<file path="src/rtl/sprite_pair_serializer.sv">
module sprite_pair_serializer #(
  parameter int PIX_W = 4,
  parameter int PIX_N = 8
) (
  input  logic                   clk,
  input  logic                   rst,
  input  logic                   load,
  input  logic [PIX_W*PIX_N-1:0] rom_word,
  input  logic                   hflip,
  input  logic                   swap_ab,
  output logic [PIX_W-1:0]       pix_a,
  output logic                   opaque_a,
  output logic [PIX_W-1:0]       pix_b,
  output logic                   opaque_b
);
  localparam int WW    = PIX_W * PIX_N;
  localparam int STEPS = PIX_N / 2;
  localparam int SW    = $clog2(STEPS);
  localparam int IW    = SW + 1;

  logic [WW-1:0]    word_q;
  logic [SW-1:0]    step_q;
  logic             live_q, flip_q, swap_q;
  logic [PIX_W-1:0] pix [PIX_N];

  // capture on the rising edge, advance one pair per cycle
  always_ff @(posedge clk) begin
    if (rst) begin
      word_q <= '0;
      step_q <= '0;
      live_q <= 1'b0;
      flip_q <= 1'b0;
      swap_q <= 1'b0;
    end else if (load) begin
      word_q <= rom_word;
      step_q <= '0;
      live_q <= 1'b1;
      flip_q <= hflip;
      swap_q <= swap_ab;
    end else if (live_q) begin
      if (step_q == SW'(STEPS - 1)) live_q <= 1'b0;
      step_q <= step_q + 1'b1;
    end
  end

  for (genvar g = 0; g < PIX_N; g++) begin : g_pix
    assign pix[g] = word_q[g*PIX_W +: PIX_W];
  end

  logic [SW-1:0]    pair;
  logic [IW-1:0]    first_i, second_i;
  logic [PIX_W-1:0] nxt_a, nxt_b;

  assign pair     = flip_q ? (SW'(STEPS - 1) - step_q) : step_q;
  assign first_i  = flip_q ? {pair, 1'b1} : {pair, 1'b0};
  assign second_i = flip_q ? {pair, 1'b0} : {pair, 1'b1};
  assign nxt_a    = swap_q ? pix[second_i] : pix[first_i];
  assign nxt_b    = swap_q ? pix[first_i]  : pix[second_i];

  // present the pair on the falling edge
  always_ff @(negedge clk) begin
    if (rst || !live_q) begin
      pix_a    <= '0;
      pix_b    <= '0;
      opaque_a <= 1'b0;
      opaque_b <= 1'b0;
    end else begin
      pix_a    <= nxt_a;
      pix_b    <= nxt_b;
      opaque_a <= |nxt_a;
      opaque_b <= |nxt_b;
    end
  end
endmodule

</file>
<file path="config.mk">
export PLATFORM = sky130hd
export DESIGN_NAME = sprite_pair_serializer
export DESIGN_NICKNAME = d
export VERILOG_FILES = /design/src/rtl/sprite_pair_serializer.sv
export SDC_FILE = /design/constraint.sdc
export NUM_CORES = 1
export LEC_CHECK = 0
export BUFFER_PORTS_ARGS = -buffer_cell sky130_fd_sc_hd__buf_4
export CORE_MARGIN = 3
export CORE_UTILIZATION = 36
export DETAILED_ROUTE_END_ITERATION = 8
export PLACE_DENSITY_LB_ADDON = 0.05
export SLEW_MARGIN = 20
export SYNTH_ARGS = -nofsm -noshare
export SYNTH_HDL_FRONTEND = slang
export SYNTH_SLANG_ARGS = --single-unit
</file>
<file path="constraint.sdc">
create_clock -name clk -period 1.9 [get_ports clk]
set_clock_uncertainty 0.1 [all_clocks]
set_input_delay 0.285 -clock clk [delete_from_list [all_inputs] [get_ports clk]]
set_output_delay 0.285 -clock clk [all_outputs]
set_load 0.01 [all_outputs]
</file>
==> run_results.csv, run 1 <==
group,metric,value,unit
worst_setup_path,end_kind,"flop",
power,netSwitchingFraction,25.8,%
power,p_leak,1.38,nW
timing,holdWs,0.120,ns
die,die_x,84.0,um
detailed_routing,wl_per_cell,14.4,um
worst_setup_path,critPathRequiredTime,1.08,ns
synthesis,synth_warnings,0,
clock_tree,clock-sinks,47,
grt,grt_max_degree,38,
clock_tree,cts_buffers,5,
worst_setup_path,cp-startpoint,"step_q[0]$_SDFFE_PP0P_",
timing,setup_viol,20,
detailed_routing,drt-initial-drc-count,72,
run_status,violations,"setup timing",
detailed_routing,ant_nets,0,
die,core,0.00571,mm^2
grt,grt_usage,14.6,%
flow_run,maxCapViolCount,0,
die,fp.dieArea,0.00706,mm^2
cells_and_area,antenna_cells,0,
grt,grt_pass1_vias,1763,
synthesis,synth_cells,182,
power,power.density,715,mW/mm^2
die,fp-row-count,27,
timing,rsz0062_at_grt,"true",
timing,slew_headroom,59.6,%
clock_tree,ctsHtreeMaxLevel,2,
worst_setup_path,path_max_fanout,8,
worst_setup_path,crit_path_start_kind,"flop",
worst_setup_path,worstPathCellList,"buf_12 -> mux4_2 -> mux2_4 -> mux2i_4 -> buf_6 -> nor2_2",
run_status,status,"finished with violations",
worst_setup_path,critical_path_class,"reg2reg",
cells_and_area,drive_above_1_share,47.3,%
cells_and_area,multi_input_area,0.00126,mm^2
worst_setup_path,timing.rr.end,"pix_b[1]$_SDFF_NP0_",
clock_tree,clkTransAtPathRegs,0.09,ns
timing,slew_violations,0,
synthesis,synth_area,0.00219,mm^2
min_path,whs_endpoint,"word_q[7]$_SDFFE_PP0P_",
cells_and_area,areaGrowthSynthToFinish,41.0,%
cells_and_area,final_nets,295,
detailed_routing,route.detailed.drc,0,
synthesis,postSynthNetCount,220,
detailed_routing,viasPerCell,4.93,
grt,antenna_found_initial,0,
detailed_routing,wl,4.76,mm
min_path,hold_depth,3,
synthesis,synth-seq-cells,47,
cells_and_area,layout_common_cells,"57 x buf_4, 42 x nor2_1, 38 x dfxtp_1",
place,dp_slack,-0.992,ns
grt,grt-ovfl-total,0,
power,seqPwrFrac,49.0,%
detailed_routing,vias,1627,
worst_setup_path,cp_top_family,"multiplexers",
grt,grt_pass1_wl,8.29,mm
power,power_frac_clock,32.8,%
die,io_pins,47,
worst_setup_path,slowest_delay,0.50,ns
worst_setup_path,arrival,1.94,ns
clock_tree,root_buffer,"clkbuf_8",
min_path,worstHoldStart,"rom_word[7]",
synthesis,synth.avg_cell_area,12.0,um^2
cells_and_area,fillCellCount,518,
place,gp_congestion,0.755,
place,port_buffers,46,
timing,postLayoutSetupSlackWorst,-0.861,ns
worst_setup_path,worstReg2RegStart,"step_q[0]$_SDFFE_PP0P_",
cells_and_area,final_core_util,54.1,%
cells_and_area,regArea,955,um^2
power,ir_drop,0.000491,V
clock_tree,insertion_delay,0.30,ns
power,power.total,2.21,mW
timing,final-hold-violation-count,0,
power,pwr-share-comb,18.1,%
timing,worstMarginPinSlew,0.606,ns
worst_setup_path,crit_buf_inv,2,
worst_setup_path,r2r_cells,6,
power,p_int,1.64,mW
cells_and_area,final_common_cell,"buf_4",
clock_tree,cts_hold_buffers,0,
die,die_y,84.0,um
die,start_util,38.4,%
synthesis,ys_seq_area_share,42.9,%
clock_tree,tritoncts,"built",
power,power_switching,0.571,mW
worst_setup_path,rrSetupSlack,-0.86,ns
timing,setup_tns,-9.96,ns
worst_setup_path,slowest_stage,"mux4_2",
synthesis,yosysUniqueCellTypes,17,
detailed_routing,dr.pass1.iters,4,
min_path,min_path_type,"in2reg",
clock_tree,cts_buffer_depth,2,
place,dpl.hpwl,3.44,mm
-- kinds of logic (layout without fill, tap and decap cells) --
logic type,after synthesis,after routing,share of synthesized area [%]
compound gates,3,3,1.03
fa+ha+maj,1,1,0.571
xor+xnor,1,1,0.400
buf+inv,17,93,4.00
mux,67,67,42.9
flops,47,47,42.9
simple gates,46,46,8.11
-- stage by stage --
| step | instances | area, um^2 |
|---|---|---|
| floorplan | 182 | 2190 |
| global placement | 306 | 2740 |
| detailed placement | 306 | 2740 |
| CTS | 329 | 3010 |
| global route | 330 | 3090 |
| finish | 330 | 3090 |
-- area by class of cell --
class / instances / area share [%]
multi-input cells: 118 / 40.8
flip-flops and latches: 47 / 30.9
repair buffers: 74 / 20.9
well taps: 72 / 2.92
clock buffers: 6 / 2.35
clock inverters: 12 / 1.98
inverters: 1 / 0.122
-- power groups by stage --
stage                     registers (mW)  logic (mW)  clock network, mW
after floorplan                     1.09       0.195             0.0356
after global placement              1.10       0.318             0.0356
after detailed placement            1.10       0.327             0.0356
after CTS                           1.08       0.377              0.749
after global routing                1.09       0.437              0.811
final                               1.08       0.401              0.726
-- Yosys cell counts (all sizes together) --
master | instances | area share (%)
a21oi | 1 | 0.23
a41oi | 2 | 0.80
buf | 10 | 2.8
clkbuf | 5 | 0.86
dfxtp | 47 | 43
ha | 1 | 0.57
inv | 2 | 0.34
mux2 | 8 | 4.1
mux2i | 43 | 20
mux4 | 16 | 19
nand2b | 1 | 0.29
nor2 | 43 | 7.4
nor3 | 2 | 0.46
xnor2 | 1 | 0.40
-- timing repair --
action | 4_1_cts | 5_1_grt
buffers inserted | 6 | 1
pin swaps | 3 | 3
resized for setup | 46 | 12
endpoints found under the setup margin | 20 | 20
-- worst max-delay path by stage --
stage / to / slack (ns) / cells after the start
floorplan: opaque_b$_SDFF_NP0_ / -0.88 / 6
global placement: opaque_a$_SDFF_NP0_ / -0.99 / 5
detailed placement: opaque_b$_SDFF_NP0_ / -0.99 / 5
CTS: opaque_a$_SDFF_NP0_ / -0.89 / 5
global route: pix_b[1]$_SDFF_NP0_ / -0.94 / 6
finish: pix_b[1]$_SDFF_NP0_ / -0.86 / 6
-- metal layers --
metal	track usage [%]	share of wire, %	routed length (um)	up-vias
li1	-	-	-	801
met1	18.7	47	2220	782
met2	23.6	47	2250	37
met3	4.05	4.7	222	7
met4	4.82	1.2	59	0
met5	0	0	0	-
-- sequential cells by signal, summed over array words and instances, names as in the netlist --
signal    cells
word_q       32
pix_a         4
pix_b         4
step_q        2
flip_q        1
live_q        1
opaque_a      1
opaque_b      1
swap_q        1
-- worst reg2reg max path, delay by kind of cell (launching register included) --
kind                   cells  cell delay (ns)
buffers and inverters      2             0.25
flip-flops                 1             0.38
multiplexers               3             1.00
AND/OR/NAND/NOR            1             0.02
(Power assumes the default switching activity.)
==> inputs of run 2 (changes only) <==
==> constraint.sdc (replaced) <==
create_clock -name clk -period 2.22 [get_ports clk]
set_clock_uncertainty 0.1 [all_clocks]
set_input_delay 0.333 -clock clk [delete_from_list [all_inputs] [get_ports clk]]
set_output_delay 0.333 -clock clk [all_outputs]
set_load 0.01 [all_outputs]
==> run 2 against run 1 <==
  * The flow still finishes with violations (setup timing)
  * Clock power is 1% lower
  * Worst hold slack improved by 0.051 ns
  * Flip-flop and latch count is the same
  * Non-clock buffer count fell by 1
  * Critical path type unchanged
==> run_results.csv, run 2 (synthesized netlist as in run 1, its figures left out) <==
group,metric,value,unit
worst_setup_path,crit_path_start_kind,"flop",
detailed_routing,drt-initial-drc-count,82,
cells_and_area,layout_common_cells,"56 x buf_4, 43 x nor2_1, 36 x dfxtp_1",
grt,antenna_found_initial,0,
worst_setup_path,cp-startpoint,"step_q[0]$_SDFFE_PP0P_",
timing,worstMarginPinSlew,0.603,ns
worst_setup_path,critPathRequiredTime,1.22,ns
timing,setup_viol,20,
clock_tree,cts_buffer_depth,2,
die,die_y,84.0,um
min_path,hold_depth,3,
die,io_pins,47,
die,core,0.00571,mm^2
power,p_leak,1.40,nW
cells_and_area,max_flop_register,"word_q",
cells_and_area,drive_above_1_share,47.1,%
cells_and_area,antenna_cells,0,
die,die_x,84.0,um
clock_tree,clock-sinks,47,
grt,grt-ovfl-total,0,
place,port_buffers,46,
worst_setup_path,timing.rr.end,"opaque_a$_SDFF_NP0_",
grt,grt_max_degree,38,
die,fp.dieArea,0.00706,mm^2
cells_and_area,largest_reg_flops,32,
worst_setup_path,rrSetupSlack,-0.78,ns
cells_and_area,final_common_cell,"buf_4",
worst_setup_path,r2r_cells,5,
worst_setup_path,crit_end,"opaque_a$_SDFF_NP0_",
flow_run,maxCapViolCount,0,
grt,grt_pass1_wl,8.54,mm
clock_tree,ctsHtreeMaxLevel,2,
grt,grt_pass1_vias,1787,
min_path,min_path_type,"in2reg",
clock_tree,cts_buffers,5,
clock_tree,clkTransAtPathRegs,0.09,ns
detailed_routing,dr.pass1.iters,4,
detailed_routing,viasPerCell,5.02,
detailed_routing,wl_per_cell,15.1,um
clock_tree,root_buffer,"clkbuf_8",
worst_setup_path,arrival,2.00,ns
detailed_routing,vias,1651,
timing,slew_headroom,59.8,%
worst_setup_path,critical_path_class,"reg2reg",
cells_and_area,areaGrowthSynthToFinish,42.7,%
timing,final-hold-violation-count,0,
detailed_routing,ant_nets,0,
grt,grt_usage,14.9,%
timing,rsz0062_at_grt,"true",
worst_setup_path,worstReg2RegStart,"step_q[0]$_SDFFE_PP0P_",
detailed_routing,route.detailed.drc,0,
run_status,violations,"setup timing",
worst_setup_path,path_max_fanout,5,
run_status,status,"finished with violations",
detailed_routing,wl,4.96,mm
die,start_util,38.4,%
worst_setup_path,end_kind,"flop",
cells_and_area,final_core_util,54.8,%
timing,postLayoutSetupSlackWorst,-0.784,ns
clock_tree,insertion_delay,0.29,ns
timing,slew_violations,0,
cells_and_area,final_nets,294,
die,fp-row-count,27,
power,power.density,636,mW/mm^2
place,dpl.hpwl,3.56,mm
power,power.total,1.99,mW
power,ir_drop,0.000361,V
cells_and_area,reg_top3,"word_q: 32 flops, pix_a: 4 flops, pix_b: 4 flops",
clock_tree,tritoncts,"built",
place,gp_congestion,0.752,
==> run 2: worst max-delay path: stages, from the launching register on <==
cell     delay, ns
dfxtp_4       0.40
buf_12        0.13
mux4_2        0.53
mux2_4        0.33
mux2i_4       0.18
a41oi_2       0.13
==> run 2: worst min path at each step <==
stage	from	endpoint	slack, ns
finish	rom_word[21]	word_q[21]$_SDFFE_PP0P_	0.17
global route	rom_word[22]	word_q[22]$_SDFFE_PP0P_	0.17
CTS	rom_word[18]	word_q[18]$_SDFFE_PP0P_	0.16
detailed placement	word_q[7]$_SDFFE_PP0P_	word_q[7]$_SDFFE_PP0P_	0.41
global placement	word_q[26]$_SDFFE_PP0P_	word_q[26]$_SDFFE_PP0P_	0.39
floorplan	word_q[16]$_SDFFE_PP0P_	word_q[16]$_SDFFE_PP0P_	0.37
==> run 2: final cells by class <==
class,instances,area (um^2)
multi-input combinational,118,1270
timing repair buffer,73,652
inverter,1,3.75
clock inverter,11,67.6
clock buffer,7,90.1
fill,496,2580
tap,72,90.1
sequential,47,957
==> run 2: timing repair <==
action / CTS / global route
gates cloned: 0 / 1
resized for setup: 37 / 19
hold buffers: 0 / 0
setup buffers: 2 / 2
pin swaps: 0 / 2
endpoints found under the setup margin: 20 / 20
endpoints found under the hold margin: 0 / 0
==> run 2: per-stage QoR <==
step	setup TNS [ns]	instance area [um^2]	hold slack (ns)	std cells	worst slack, ns
final	-7.64	3130	0.171	329	-0.784
after global placement	-7.27	2750	0.389	307	-0.853
after detailed placement	-7.50	2750	0.408	307	-0.862
after floorplan	-6.33	2190	0.366	182	-0.725
after global routing	-8.38	3130	0.174	329	-0.816
after CTS	-7.56	2990	0.158	326	-0.748
==> run 2: power by group <==
group / switching [mW] / internal, mW / total (mW)
clock: 0.316 / 0.403 / 0.719
combinational: 0.133 / 0.210 / 0.342
sequential: 0.0379 / 0.890 / 0.928
==> run 2: layer usage <==
layer	up-vias	wire length [um]	global-route usage, %	share of wire, %
met5	-	0	0	0
met4	0	25	3.51	0.50
met3	2	204	3.65	4.1
met2	37	2460	26.4	50
met1	812	2270	18.2	46
li1	800	-	-	-
